[config.mk]
export PLATFORM = sky130hd
export DESIGN_NAME = sysref_aligner
export DESIGN_NICKNAME = d
export VERILOG_FILES = /design/src/rtl/sysref_al_pkg.sv /design/src/rtl/sr_gate_edge.sv /design/src/rtl/sr_lmfc_ctr.sv /design/src/rtl/sr_phase_chk.sv /design/src/rtl/sysref_aligner.sv
export SDC_FILE = /design/constraint.sdc
export NUM_CORES = 1
export LEC_CHECK = 0
export CAP_MARGIN = 10
export CORE_MARGIN = 8
export CORE_UTILIZATION = 40
export DETAILED_ROUTE_END_ITERATION = 7
export PLACE_DENSITY = 0.68
export SLEW_MARGIN = 20
export SYNTH_ARGS = -nofsm -noshare
export SYNTH_HDL_FRONTEND = slang
export SYNTH_SLANG_ARGS = --single-unit
[constraint.sdc]
create_clock -name clk -period 1.55 [get_ports clk]
set_input_delay 0.3875 -clock clk [delete_from_list [all_inputs] [get_ports clk]]
set_output_delay 0.3875 -clock clk [all_outputs]
set_load 0.01 [all_outputs]
[src/rtl/sysref_al_pkg.sv]
package sysref_al_pkg;
  // outcome of the phase decision in one cycle
  typedef enum logic [1:0] {
    EV_IDLE    = 2'd0,
    EV_INPHASE = 2'd1,
    EV_REALIGN = 2'd2
  } sr_event_e;
endpackage

[src/rtl/sr_gate_edge.sv]
module sr_gate_edge (
  input  logic clk,
  input  logic rst_n,
  input  logic sysref_lvl,
  input  logic gate_en,
  output logic edge_o
);
  logic lvl_q, lvl_d;
  logic prev_q, prev_d;

  always_comb begin
    lvl_d  = gate_en & sysref_lvl;
    prev_d = lvl_q;
  end

  always_ff @(posedge clk or negedge rst_n) begin
    if (!rst_n) begin
      lvl_q  <= 1'b0;
      prev_q <= 1'b0;
    end else begin
      lvl_q  <= lvl_d;
      prev_q <= prev_d;
    end
  end

  assign edge_o = lvl_q & ~prev_q;
endmodule

[src/rtl/sr_lmfc_ctr.sv]
module sr_lmfc_ctr #(
  parameter int K_W   = 6,
  parameter int K_DEF = 16
) (
  input  logic           clk,
  input  logic           rst_n,
  input  logic [K_W-1:0] k_cfg,
  input  logic           restart,
  output logic           at_last,
  output logic           frame_stb,
  output logic           lmfc_stb
);
  localparam logic [K_W-1:0] KMIN  = K_W'(2);
  localparam logic [K_W-1:0] KRST  = K_W'(K_DEF);
  localparam logic [K_W-1:0] ONE   = K_W'(1);

  logic [K_W-1:0] cnt_q, cnt_d;
  logic [K_W-1:0] k_q, k_d;
  logic [K_W-1:0] k_req;
  logic           run_q, run_d;
  logic           load;

  always_comb begin
    k_req   = (k_cfg < KMIN) ? KMIN : k_cfg;
    at_last = (cnt_q == k_q - ONE);
    load    = restart | at_last;
    cnt_d   = load ? '0 : cnt_q + ONE;
    k_d     = load ? k_req : k_q;
    run_d   = 1'b1;
  end

  always_ff @(posedge clk or negedge rst_n) begin
    if (!rst_n) begin
      cnt_q <= '0;
      k_q   <= KRST;
      run_q <= 1'b0;
    end else begin
      cnt_q <= cnt_d;
      k_q   <= k_d;
      run_q <= run_d;
    end
  end

  assign frame_stb = run_q;
  assign lmfc_stb  = run_q & (cnt_q == '0);
endmodule

[src/rtl/sr_phase_chk.sv]
module sr_phase_chk
  import sysref_al_pkg::*;
(
  input  logic clk,
  input  logic rst_n,
  input  logic edge_i,
  input  logic at_last_i,
  output logic restart_o,
  output logic realign_pls,
  output logic aligned
);
  sr_event_e ev;
  logic      pls_q, pls_d;
  logic      al_q, al_d;

  always_comb begin
    if (!edge_i)                 ev = EV_IDLE;
    else if (al_q && at_last_i)  ev = EV_INPHASE;
    else                         ev = EV_REALIGN;
    restart_o = (ev == EV_REALIGN);
    pls_d     = restart_o;
    al_d      = al_q | restart_o;
  end

  always_ff @(posedge clk or negedge rst_n) begin
    if (!rst_n) begin
      pls_q <= 1'b0;
      al_q  <= 1'b0;
    end else begin
      pls_q <= pls_d;
      al_q  <= al_d;
    end
  end

  assign realign_pls = pls_q;
  assign aligned     = al_q;
endmodule

[src/rtl/sysref_aligner.sv]
module sysref_aligner #(
  parameter int K_W   = 6,
  parameter int K_DEF = 16
) (
  input  logic           clk,
  input  logic           rst_n,
  input  logic           sysref_lvl,
  input  logic           gate_en,
  input  logic [K_W-1:0] k_cfg,
  output logic           frame_stb,
  output logic           lmfc_stb,
  output logic           realign_pls,
  output logic           aligned
);
  logic [1:0] rs_q, rs_d;
  logic       rst_n_i;
  logic       sr_edge;
  logic       restart;
  logic       at_last;

  // reset: asserted at once, released after two edges
  always_comb rs_d = {rs_q[0], 1'b1};

  always_ff @(posedge clk or negedge rst_n) begin
    if (!rst_n) rs_q <= 2'b00;
    else        rs_q <= rs_d;
  end

  assign rst_n_i = rs_q[1];

  sr_gate_edge u_edge (
    .clk        (clk),
    .rst_n      (rst_n_i),
    .sysref_lvl (sysref_lvl),
    .gate_en    (gate_en),
    .edge_o     (sr_edge)
  );

  sr_lmfc_ctr #(.K_W(K_W), .K_DEF(K_DEF)) u_ctr (
    .clk       (clk),
    .rst_n     (rst_n_i),
    .k_cfg     (k_cfg),
    .restart   (restart),
    .at_last   (at_last),
    .frame_stb (frame_stb),
    .lmfc_stb  (lmfc_stb)
  );

  sr_phase_chk u_phase (
    .clk         (clk),
    .rst_n       (rst_n_i),
    .edge_i      (sr_edge),
    .at_last_i   (at_last),
    .restart_o   (restart),
    .realign_pls (realign_pls),
    .aligned     (aligned)
  );
endmodule

# [Yosys cells after proc, flatten, opt, wreduce, memory -nomap -nowiden]
# Cells that the tools add are included.
# W data, S select, Z words.
[classes] eq_ne=2 add_sub_neg=2 n_reduce_logical=2 n_bitwise=6 order_cmp=1 n_mux=4
[op_table] cell="$mux W6" n=2
[op_table] cell="$add A6 B1 Y6 const B" n=1
[op_table] cell="$eq A6 B6 Y1" n=1
[op_table] cell="$logic_not A6 Y1" n=1
[op_table] cell="$lt A6 B2 Y1 const B" n=1
[op_table] cell="$sub A6 B1 Y6 const B" n=1
[op_table] cell="$mux W2" n=2
[op_table] cell="$and A1 B1 Y1" n=3
[op_table] cell="$eq A2 B2 Y1 const B" n=1
[op_table] cell="$or A1 B1 Y1" n=2
[op_table] cell="$logic_and A1 B1 Y1" n=1
[op_table] cell="$not A1 Y1" n=1
[totals] wordCells=25 register_bits=19 inputBits=10 output_inout_bits=4

# [Depth between registers and ports, before layout]
[depth] word_depth=8 ltp_mapped=8

# [By module]
# A second synthesis with hierarchy kept.
[hier_totals] hier_cells=82 hier_area_um2=937.1
[by_module_without_submodules] module="sr_lmfc_ctr" cells_per_inst=71 instances=1 area_each_um2=749.5
[by_module_without_submodules] module="sr_gate_edge" cells_per_inst=4 instances=1 area_each_um2=70.1
[by_module_without_submodules] module="sr_phase_chk" cells_per_inst=4 instances=1 area_each_um2=63.8
[by_module_without_submodules] module="sysref_aligner" cells_per_inst=3 instances=1 area_each_um2=53.8

# [Worst setup path after synthesis]
# Ideal clock, no wire load.
[synth_timing] kind="reg2reg" start="register u_ctr.k_q[0]" end="register u_ctr.k_q[3]" stages_incl_launch_ff=9 period_less_slack_ns=1.879 t_arrival_ns=1.754 required_time_ns=1.425 n_path_buf=1 slack_ns=-0.329 path_cell_list="dfrtp_1 -> inv_1 -> ha_1 -> nor3b_1 -> xnor2_1 -> nand4_1 -> o21ai_2 -> buf_6 -> mux2_4"
[synth_via] elab_chain_len=7
[synth_rtl] element="from (decl)" line="sr_lmfc_ctr.sv:18" rtl="logic [K_W-1:0] k_q, k_d;"
[synth_rtl] element="from (signal assigned)" line="sr_lmfc_ctr.sv:39" rtl="k_q <= k_d;"
[synth_rtl] element="$sub A6 B1 Y6 (*)" line="sr_lmfc_ctr.sv:25" rtl="at_last = (cnt_q == k_q - ONE);"
[synth_rtl] element="$eq A6 B6 Y1 (*)" line="sr_lmfc_ctr.sv:25"
[synth_rtl] element="$logic_and A1 B1 Y1" line="sr_phase_chk.sv:18" rtl="else if (al_q && at_last_i) ev = EV_INPHASE;"
[synth_rtl] element="$mux W2" line="sr_phase_chk.sv:18"
[synth_rtl] element="$mux W2" line="sr_phase_chk.sv:17" rtl="if (!edge_i) ev = EV_IDLE;"
[synth_rtl] element="$eq A2 B2 Y1" line="sr_phase_chk.sv:20" rtl="restart_o = (ev == EV_REALIGN);"
[synth_rtl] element="$or A1 B1 Y1 (*)" line="sr_lmfc_ctr.sv:26" rtl="load = restart | at_last;"
# Every way passes the cells marked *; elsewhere a longest branch is shown, timed or not.
# A chain may end at the register's enable or synchronous reset.

# [Worst setup path in the final report]
[layout_timing] start="register u_ctr.cnt_q[3]" end="output lmfc_stb"
[layout_via] elab_chain_len=2
[layout_rtl] element="from (decl)" line="sr_lmfc_ctr.sv:17" rtl="logic [K_W-1:0] cnt_q, cnt_d;"
[layout_rtl] element="from (signal assigned)" line="sr_lmfc_ctr.sv:38" rtl="cnt_q <= cnt_d;"
[layout_rtl] element="$logic_not A6 Y1" line="sr_lmfc_ctr.sv:45" rtl="assign lmfc_stb = run_q & (cnt_q == '0);"
[layout_rtl] element="$and A1 B1 Y1" line="sr_lmfc_ctr.sv:45"
[layout_rtl] element="to (decl)" line="sysref_aligner.sv:11" rtl="output logic lmfc_stb,"
# No other way between the ends.

==> impl_results.md <==
* Skew final at about 0.0080 ns
* Final period utilization at 1.254
* Largest net degree at the start of global routing at 18
* Multi-input gate area at around 470 sq um
* WL final at between 1500 and 2000 um
* Synth unique cells at 23
* Initial DRC count at 19
* Leading area contributor after synthesis: dfrtp_1
* First-pass GRT wire length at 3332 um
* Req. time, crit path at 1.16 ns
* Finished Layout Cells at around 140
* Status: complete, but fails checks
* Vias per cell at about 4.5
* Tot Pwr at around 2.3 mW
* GP Congestion at 0.7708
* Crit path max fanout at 2
* Crit path launch type: flip-flop
* Critical path endpoint: lmfc_stb
* Worst vdd ir at between 0.0009 and 0.001 V
* DR vias at around 650
* DR WL/cell at between 10 and 15 um
* Post-synth top area share at 0.5078
* # IOs at 14
* Die height at ~63 um
* IO Port Bufs at 13
* Area occupied by registers at around 480 sq um
* Inst Count DP at approximately 140
* Num CTS Buffers at 3
* Fin. Hold Viols at 0
* Setup TNS at -2.704 ns
* RSZ-0062 raised after global routing: true
* Synthesis warning total at 0
* Met3 Resource Use GR at 0.02827
* Max Cap Viol at 0
* Share of layout cells above drive strength 1 at 0.4174
* Fill cells at 179
* CTS Buffer Depth at 2
* Reg2Reg Setup Slack at -0.28 ns
* Failing checks: negative setup slack
* Crit. Startpoint: u_ctr.cnt_q[3]
* Clk pin slew, worst setup/hold paths at approximately 0.1 ns
* Hold Buf Count CTS at 0
* Area post-placement at around 1200 sq um
* Fin nets at around 130
* Horiz. Die Dim at ~63 um
* LEAKAGE at 0.6078 nW
* Least-Margin Pin Slew at just under 0.7 ns
* Clk sinks at 19
* Vias in the first global route at 703
* Gate count of the mapped netlist at 77
* DRC at 0
* Tightest Hold Check Type: primary input to asynchronous set/reset pin
* DP HPWL at 1375 um
* Register area share after synthesis at 0.5374
* Critical Path Slowest Stage Cell: or4b_4
* Antenna violations before repair at 0
* Pwr/cell area at about 1700 nW/um^2
* Top cells by area, synth: dfrtp_1 (51%), xnor2_1 (7.9%), xor2_1 (5.9%)
* CP Cell Sequence: or4b_4 > nor3b_4 > buf_2
* Worst path max stage delay at around 0.55 ns
* Max Transition Viols Final at 0
* Fmax at 514.6 MHz
* R2R Path Start: u_ctr.k_q[0]
* Global Route Usage Sum at 0.1055
* CP top delay family: simple AND/OR/NAND/NOR gates
* Met1 track demand over resource at 0.1230
* WS Path Type: flip-flop to primary output
* Post-Place Worst Slack at -0.4949 ns
* CORE AREA at ~2100 sq um
* Clock root buffer: clkbuf_4
* Synthesized area per cell at 11.52 sq um
* H-tree levels at 1
* Worst path depth at 3
* Antenna Diode Count at 0
* Initial Utilization at 0.4129
* Busiest grt layer: met2
* Mapped cell area at 887.1 sq um
* Crit end category: primary output
* R2r worst-path depth at 8
* Final Cell Area at around 1300 sq um
* Worst EP arrival at 1.56 ns
* Pre-antenna DRT Iters at 4
* Worst path bufs/invs at 1
* Final ANT Viol Nets at 0
* Rows at 17
* Met2 usage at 0.1741
* Relative slew slack at 0.5497
* Final setup vio count at 14
* Worst setup margin at -0.3931 ns
* Die ar. at roughly 4000 sq um
* Worst skew pair latency at roughly 0.30 ns
* Overflow after GRT at 0
* TritonCTS clock tree: yes
* Crit path time final at approximately 1.9 ns
* Area delta synth->final at 48.80%
* #FFs+latches synth at 19
* Worst reg2reg endpoint: u_ctr.k_q[3]
==> logic make-up after synthesis <==
family	after synthesis	share of synthesized area
xor gates and xnor gates	14	0.1382
DFF	19	0.5374
other	1	0.004227
AOI/OAI and AO/OA	2	0.01551
adders and majority gates	3	0.04232
muxes	6	0.08181
buffers and inverters	6	0.03385
and+or+nand+nor	26	0.1467
==> power by group <==
group / internal, mW / switching [mW] / total [mW]
clock: 0.0960 / 0.153 / 0.249
sequential: 0.653 / 0.151 / 0.804
combinational: 0.733 / 0.498 / 1.23
total: 1.48 / 0.802 / 2.28
==> synthesized netlist by cell type (all sizes together) <==
cell type and instances:
nand3 2, a21oi 1, nand2 3, mux2 4, inv 5, conb 1, and2 1, nand4 1
dfstp 1, nor2 11, xor2 6, or4b 1, nand2b 3, mux2i 2, nor4 1, o21ai 1
nor3b 2, ha 3, nor3 1, dfrtp 18, xnor2 8, buf 1
==> layer usage <==
metal | vias to the layer above | share of wire
li1 | 320 | -
met1 | 321 | 0.43
met2 | 6 | 0.53
met3 | 2 | 0.039
met4 | 0 | 0.0047
met5 | - | 0
==> how the worst min path moves through the flow <==
stage | start | endpoint | slack [ns]
after floorplan | rst_n | rs_q[0] | 0.09
after global placement | rs_q[1] | u_edge.lvl_q | 0.29
after detailed placement | rs_q[1] | u_ctr.cnt_q[3] | 0.31
after CTS | rst_n | rs_q[0] | 0.23
after global routing | rst_n | rs_q[0] | 0.22
final | rst_n | rs_q[1] | 0.24
==> cell usage in the layout (no fill, tap or decap), types with 3 or more instances in the layout <==
cell type / n
xnor2_1: 7
nor2_1: 5
buf_4: 18
nand2b_1: 3
mux2_4: 4
nand2_1: 3
clkbuf_4: 3
clkdlybuf4s50_1: 9
xor2_1: 6
nor2_2: 5
dlygate4sd2_1: 3
inv_1: 3
dfrtp_1: 17
==> layout make-up <==
cell class | count | share of cell area
sequential | 19 | 0.3621
clock inverter | 1 | 0.003791
multi-input combinational | 53 | 0.3536
timing repair buffer | 34 | 0.2227
tap | 28 | 0.02654
inverter | 5 | 0.01422
clock buffer | 3 | 0.01706
==> stage by stage <==
stage	hold slack, ns	util
global route	0.2169	0.6144
global placement	0.2936	0.5644
finish	0.2418	0.6144
floorplan	0.09191	-
detailed placement	0.3081	0.5644
CTS	0.2278	0.6139
==> worst register-to-register path: stages, from the launching register on <==
cell,delay (ns)
dfrtp_1,0.43
inv_2,0.09
ha_4,0.13
nor3b_4,0.18
xnor2_1,0.14
nand4_1,0.14
o21ai_2,0.15
buf_6,0.16
mux2_4,0.30
==> state kept, by name (all words and copies together) (netlist names) <==
register / count
u_ctr.cnt_q: 6
u_ctr.k_q: 6
rs_q: 2
u_ctr.frame_stb: 1
u_edge.lvl_q: 1
u_edge.prev_q: 1
u_phase.aligned: 1
u_phase.realign_pls: 1
==> timing repair <==
item | 4_1_cts | 5_1_grt
buffers inserted | 6 | 1
pin swaps | 9 | 6
resized for setup | 22 | 6
endpoints found under the setup margin | 16 | 14
Power figures use the tool's default switching activity.
